[config.mk]
export PLATFORM = sky130hd
export DESIGN_NAME = csm_mult
export DESIGN_NICKNAME = d
export VERILOG_FILES = /design/src/rtl/csm_pkg.sv /design/src/rtl/csm_pp_array.sv /design/src/rtl/csm_cell.sv /design/src/rtl/csm_csa_stage.sv /design/src/rtl/csm_cpa.sv /design/src/rtl/csm_mult.sv
export SDC_FILE = /design/constraint.sdc
export NUM_CORES = 1
export LEC_CHECK = 0
export BUFFER_PORTS_ARGS = -buffer_cell sky130_fd_sc_hd__buf_4
export CAP_MARGIN = 20
export CORE_AREA = 2 2 39 41
export DETAILED_ROUTE_END_ITERATION = 10
export DIE_AREA = 0 0 41 43
export PLACE_DENSITY = 0.53
export SYNTH_ARGS = -nofsm -noshare
export SYNTH_HDL_FRONTEND = slang
export SYNTH_SLANG_ARGS = --single-unit
[constraint.sdc]
create_clock -name vclk -period 6.79
set_input_delay 2.037 -clock vclk [all_inputs]
set_output_delay 2.037 -clock vclk [all_outputs]
set_load 0.02 [all_outputs]
[src/rtl/csm_pkg.sv]
package csm_pkg;

  localparam int MASK_W = 256;

  // Columns in which partial-product row j can carry a nonzero bit.
  function automatic logic [MASK_W-1:0] row_mask(int n, int j);
    logic [MASK_W-1:0] m;
    m = ((MASK_W'(1) << n) - MASK_W'(1)) << j;
    return m;
  endfunction

  // Live-column mask of the sum word (want_carry = 0) or the carry word
  // (want_carry = 1) after rows 0..t have been merged; t >= 1.
  function automatic logic [MASK_W-1:0] word_mask(int n, int t, bit want_carry);
    logic [MASK_W-1:0] ms, mc, mp, nms, nmc;
    int cnt;
    ms = row_mask(n, 0);
    mc = row_mask(n, 1);
    for (int u = 2; u <= t; u++) begin
      mp  = row_mask(n, u);
      nms = '0;
      nmc = '0;
      for (int k = 0; k < 2 * n; k++) begin
        cnt = int'(ms[k]) + int'(mc[k]) + int'(mp[k]);
        if (cnt > 0) nms[k] = 1'b1;
        if (cnt >= 2 && k < 2 * n - 1) nmc[k+1] = 1'b1;
      end
      ms = nms;
      mc = nmc;
    end
    return want_carry ? mc : ms;
  endfunction

endpackage

[src/rtl/csm_pp_array.sv]
module csm_pp_array #(
  parameter int N = 4,
  localparam int W = 2 * N
) (
  input  logic [N-1:0]        a,
  input  logic [N-1:0]        b,
  output logic [N-1:0][W-1:0] rows
);

  for (genvar j = 0; j < N; j++) begin : g_row
    for (genvar k = 0; k < W; k++) begin : g_col
      if (k >= j && k < j + N) begin : g_and
        assign rows[j][k] = a[k-j] & b[j];
      end else begin : g_zero
        assign rows[j][k] = 1'b0;
      end
    end
  end

endmodule

[src/rtl/csm_cell.sv]
module csm_cell #(
  parameter logic [2:0] LIVE = 3'b111
) (
  input  logic x,
  input  logic y,
  input  logic z,
  output logic s,
  output logic c
);

  localparam int NLIVE = int'(LIVE[0]) + int'(LIVE[1]) + int'(LIVE[2]);

  if (NLIVE == 3) begin : g_full
    assign s = x ^ y ^ z;
    assign c = (x & y) | (x & z) | (y & z);
  end else if (NLIVE == 2) begin : g_half
    logic p, q;
    assign p = LIVE[0] ? x : y;
    assign q = LIVE[2] ? z : y;
    assign s = p ^ q;
    assign c = p & q;
  end else if (NLIVE == 1) begin : g_pass
    assign s = LIVE[0] ? x : (LIVE[1] ? y : z);
    assign c = 1'b0;
  end else begin : g_empty
    assign s = 1'b0;
    assign c = 1'b0;
  end

  always_comb begin
    AST_DEAD_INPUT_ZERO: assert (((x & ~LIVE[0]) | (y & ~LIVE[1]) | (z & ~LIVE[2])) == 1'b0);
    AST_CELL_COUNT: assert ({1'b0, s} + {c, 1'b0} ==
                            {1'b0, x & LIVE[0]} + {1'b0, y & LIVE[1]} + {1'b0, z & LIVE[2]});
  end

endmodule

[src/rtl/csm_csa_stage.sv]
module csm_csa_stage #(
  parameter int N = 4,
  parameter int STAGE = 2,
  localparam int W = 2 * N
) (
  input  logic [W-1:0] s_in,
  input  logic [W-1:0] c_in,
  input  logic [W-1:0] p_in,
  output logic [W-1:0] s_out,
  output logic [W-1:0] c_out
);
  import csm_pkg::*;

  localparam logic [MASK_W-1:0] MS = word_mask(N, STAGE - 1, 1'b0);
  localparam logic [MASK_W-1:0] MC = word_mask(N, STAGE - 1, 1'b1);
  localparam logic [MASK_W-1:0] MP = row_mask(N, STAGE);

  logic [W-1:0] cy;

  for (genvar k = 0; k < W; k++) begin : g_col
    csm_cell #(.LIVE({MP[k], MC[k], MS[k]})) u_cell (
      .x(s_in[k]), .y(c_in[k]), .z(p_in[k]), .s(s_out[k]), .c(cy[k])
    );
  end

  assign c_out = {cy[W-2:0], 1'b0};

  always_comb begin
    AST_TOP_CARRY_ZERO: assert (cy[W-1] == 1'b0);
    AST_STAGE_TOTAL: assert ((W+2)'(s_out) + (W+2)'(c_out) ==
                             (W+2)'(s_in) + (W+2)'(c_in) + (W+2)'(p_in));
  end

endmodule

[src/rtl/csm_cpa.sv]
module csm_cpa #(
  parameter int W = 8
) (
  input  logic [W-1:0] x,
  input  logic [W-1:0] y,
  output logic [W-1:0] sum
);

  logic [W:0] rc;
  assign rc[0] = 1'b0;

  for (genvar k = 0; k < W; k++) begin : g_bit
    assign sum[k]  = x[k] ^ y[k] ^ rc[k];
    assign rc[k+1] = (x[k] & y[k]) | (rc[k] & (x[k] ^ y[k]));
  end

  always_comb begin
    AST_CPA_SUM: assert ({rc[W], sum} == {1'b0, x} + {1'b0, y});
    AST_CPA_NO_OVERFLOW: assert (rc[W] == 1'b0);
  end

endmodule

[src/rtl/csm_mult.sv]
module csm_mult #(
  parameter int N = 4,
  localparam int W = 2 * N
) (
  input  logic [N-1:0] op_a,
  input  logic [N-1:0] op_b,
  output logic [W-1:0] prod
);

  logic [N-1:0][W-1:0] rows;
  logic [N-1:1][W-1:0] sw;
  logic [N-1:1][W-1:0] cw;

  csm_pp_array #(.N(N)) u_pp (.a(op_a), .b(op_b), .rows(rows));

  assign sw[1] = rows[0];
  assign cw[1] = rows[1];

  for (genvar t = 2; t < N; t++) begin : g_stage
    csm_csa_stage #(.N(N), .STAGE(t)) u_stage (
      .s_in(sw[t-1]), .c_in(cw[t-1]), .p_in(rows[t]),
      .s_out(sw[t]), .c_out(cw[t])
    );
  end

  csm_cpa #(.W(W)) u_cpa (.x(sw[N-1]), .y(cw[N-1]), .sum(prod));

  always_comb begin
    AST_PRODUCT_EXACT: assert (prod == W'(op_a) * W'(op_b));
    AST_BIT0_DIRECT: assert (prod[0] == (op_a[0] & op_b[0]));
    AST_ZERO_OPERAND: assert (!((op_a == '0) || (op_b == '0)) || prod == '0);
  end

endmodule

======== Yosys cells after proc, flatten, opt, wreduce, memory -nomap -nowiden ========
Cells that the tools add are included.
storage, ports and cells
  bits in registers ....................... 0
  input bits .............................. 8
  logic and storage cells ................. 74
operators by class
  bitwise gates (word level) .............. 74
operator list
  cell         number
  $and 1x1->1  41
  $xor 1x1->1  20
  $or 1x1->1   13

======== Depth between registers and ports, before layout ========
  depth after elaboration ................. 14
  mapped depth ............................ 9
  mapped depth without buffers ............ 9

======== By module ========
A second synthesis with hierarchy kept.
unflattened totals
  cell total of the unflattened synthesis .. 96
  area, all modules ....................... 814.5 µm²
by module, submodules not included
  module                                             cells each  area an instance (µm²)  times used
  csm_pp_array                                       33          224.0                   1
  csm_cpa                                            13          175.2                   1
  csm_cell (g_stage[2].u_stage.g_col[0].u_cell ...)  3           18.8                    8
  csm_csa_stage                                      9           63.8                    2
  csm_cell (g_stage[2].u_stage.g_col[2].u_cell ...)  1           20.0                    5
  csm_cell (g_stage[2].u_stage.g_col[1].u_cell ...)  1           12.5                    3

======== Least setup slack after synthesis ========
No wires, ideal clock.
  path type ............................... input-to-output
  from .................................... in op_b[0]
  to ...................................... out prod[6]
  cell stages on the path ................. 8
  setup slack ............................. 0.043 ns
  arrival ................................. 4.710 ns
  cells stage by stage .................... nand2_1 > fa_1 > fa_1 > inv_1 > ha_1 > fa_1 > fa_1 > fa_1
between the ends
  longest elaborated chain between the ends .. 13
RTL lines
  element                  line                text
  from (decl)              csm_mult.sv:6       input logic [N-1:0] op_b,
  $and 1x1->1              csm_pp_array.sv:13  assign rows[j][k] = a[k-j] & b[j];
  $and 1x1->1              csm_cell.sv:15      assign c = (x & y) | (x & z) | (y & z);
  $or 1x1->1 (2 in a row)  csm_cell.sv:15
  $and 1x1->1              csm_cell.sv:15
  $or 1x1->1 (2 in a row)  csm_cell.sv:15
  $xor 1x1->1              csm_cpa.sv:14       assign rc[k+1] = (x[k] & y[k]) | (rc[k] & (x[k] ^ y[k]));
  $and 1x1->1              csm_cpa.sv:14
  $or 1x1->1               csm_cpa.sv:14
  $and 1x1->1              csm_cpa.sv:14
  $or 1x1->1 (*)           csm_cpa.sv:14
  $xor 1x1->1 (*)          csm_cpa.sv:13       assign sum[k] = x[k] ^ y[k] ^ rc[k];
  to (decl)                csm_mult.sv:7       output logic [W-1:0] prod
Every way passes the cells marked *; elsewhere a longest branch is shown, timed or not.

======== Worst setup path after layout ========
  from .................................... in op_a[1]
  to ...................................... out prod[6]
between the ends
  longest elaborated chain between the ends .. 13
RTL lines
  element                  line                text
  from (decl)              csm_mult.sv:5       input logic [N-1:0] op_a,
  $and 1x1->1              csm_pp_array.sv:13
  $and 1x1->1              csm_cell.sv:15
  $or 1x1->1 (2 in a row)  csm_cell.sv:15
  $and 1x1->1              csm_cell.sv:15
  $or 1x1->1 (2 in a row)  csm_cell.sv:15
  $xor 1x1->1              csm_cpa.sv:14
  $and 1x1->1              csm_cpa.sv:14
  $or 1x1->1               csm_cpa.sv:14
  $and 1x1->1              csm_cpa.sv:14
  $or 1x1->1 (*)           csm_cpa.sv:14
  $xor 1x1->1 (*)          csm_cpa.sv:13
Marks and branches as above.

==> results.toml <==
[synth]
synth.avg_cell_area_um2 = 9.266
synth_cells = 37
ys_seq_area_share_pct = 0
ys.warnings.count = 0
syn_area_um2 = 342.8
yosys.cell_types.count = 6
syn_nets = 57

[drt]
dr.pass1.iters = 2
first_iter_violations = 2
via_per_inst = 4.145
drt-total-wl_um = 661
vias = 286
wl_per_cell_um = 9.580
remaining_drc_errors = 0
ant_nets = 0

[layout]
n_clock_buffer = 0
final_cell_mix = "14 x buf_4, 11 x and2_1, 6 x inv_1, 6 x fa_1, 4 x buf_6"
final_nets = 75
layout-drive-gt1-share_pct = 47.17
seq_cell_count = 0
n_fill_cell = 153
fin_area_um2 = 530.5
final_common_cell = "buf_4"
n_antenna_cell = 0
area_growth_pct = 54.74
seq_area_um2 = 0

[worst_setup_path]
required_ns = 4.75
start_kind = "input port"
crit_path_cell_trace = "buf_8 -> nand2_4 -> fa_1 -> fa_1 -> inv_1 -> ha_2 -> fa_2 -> fa_2 -> fa_1 -> buf_6"
cp_max_fo = 2
critPathSlowestCell = "fa_1"
critical_path.most_common_cell = "fa_1"
critPathMaxStageDelay_ns = 0.52
cp-end-kind = "output port"
cp_top_family = "adder cells"
critPathBufInv = 3
worstSetupPathType = "in -> out"
worstPathArrival_ns = 4.68

[sta]
fmax_mhz = 149.0
tightest_slew_ns = 0.1017
fin_crit_ns = 6.713
fin_crit_sh_pct = 98.87
setup_ws_ns = 0.07692
rsz0062_at_grt = "yes"
relSlewSlack_pct = 93.20
drv_slew = 0
hold_viol_final = 0
final-setup-viol-count = 0

[floorplanning]
dieArea_um2 = 1763
die_h_um = 43
pin_count = 16
coreArea_um2 = 1384
die_w_um = 41
initial_core_util_pct = 24.77
rows = 14

[placement]
place_congestion = 0.7142
dpl_worst_slack_ns = -0.1639
place_area_um2 = 483.0
port_buffers = 16
dp_hpwl_um = 583.9

[run_status]
outcome = "finished clean"

[power]
ir_drop_mv = 0.02915
leakagePower_nw = 0.2814
p_per_area_nw_per_um2 = 103.7

[grt]
antenna_found_initial = 0
grt_first_pass_wirelength_um = 1179
grt_max_degree = 5
grtUsageMet1_pct = 13.82
grt.overflow.total = 0
grt_util_all_layers_pct = 8.999
grtUsageMet3_pct = 0.5236
grt-busiest-layer = "met2"
grt_util_met2_pct = 14.37
grt_pass1_vias = 299

[clock_network]
ctsHoldBuffers = 0

[run]
max_cap_violations = 0

[hold_path]
min_path_type = "in -> out"
==> power by group <==
| part | total, mW | internal [mW] | switching, mW |
|---|---|---|---|
| registers | 0 | 0 | 0 |
| logic | 0.0550 | 0.0265 | 0.0285 |
| clock network | 0 | 0 | 0 |
| total | 0.0550 | 0.0265 | 0.0285 |
==> path summary, 6_finish.rpt <==
check	startpoint	to	slack, ns	cells after the start
worst min-delay path	op_a[0]	prod[0]	4.41	3
worst max-delay path	op_a[1]	prod[6]	0.08	10
==> area by class of cell <==
| class | count | area [um2] | area share (%) |
|---|---|---|---|
| Tap cell | 16 | 20.02 | 3.774 |
| Multi-Input combinational cell | 28 | 322.8 | 60.85 |
| Inverter | 6 | 22.52 | 4.245 |
| Timing Repair Buffer | 19 | 165.2 | 31.13 |
==> cell families (layout without fill, tap and decap cells) <==
| logic type | after synthesis | after routing | synth area share (%) |
|---|---|---|---|
| adder cells (fa/ha/maj) | 12 | 12 | 61.31 |
| AND/OR/NAND/NOR | 16 | 16 | 25.55 |
| buffers and inverters | 9 | 25 | 13.14 |
==> worst min-delay path, cell delays in order <==
cell and delay, ns:
buf_4 0.09, and2_1 0.11, buf_4 0.13
==> cells in the mapped netlist <==
master   number  area [um2]
buf_4         3       22.52
and2_1       11       68.82
nand2_1       5       18.77
inv_1         6       22.52
fa_1          8       160.2
ha_1          4       50.05
==> through the flow <==
step	utilization (%)	TNS (ns)	std cells	hold slack, ns	total power, mW
6_report	38.34	0	69	4.407	0.05500
2_1_floorplan	-	0	37	4.296	0.03534
3_5_place_dp	34.90	-0.2406	69	4.407	0.05186
3_3_place_gp	34.90	-0.2510	69	4.407	0.05158
4_1_cts	36.80	0	69	4.408	0.05470
5_1_grt	38.34	-0.02159	69	4.427	0.06184
==> repair_timing <==
action | in CTS | in global routing
gates resized for setup | 9 | 5
gates cloned | 0 | 0
pin swaps | 8 | 7
setup buffers | 0 | 0
endpoints found under the setup margin | 2 | 2
==> per-layer routing <==
| metal | wire length, um | vias to the layer above |
|---|---|---|
| met5 | 0 | - |
| met4 | 0 | 0 |
| met3 | 30 | 0 |
| met2 | 344 | 7 |
| met1 | 287 | 140 |
| li1 | - | 139 |
Power figures use the tool's default switching activity.
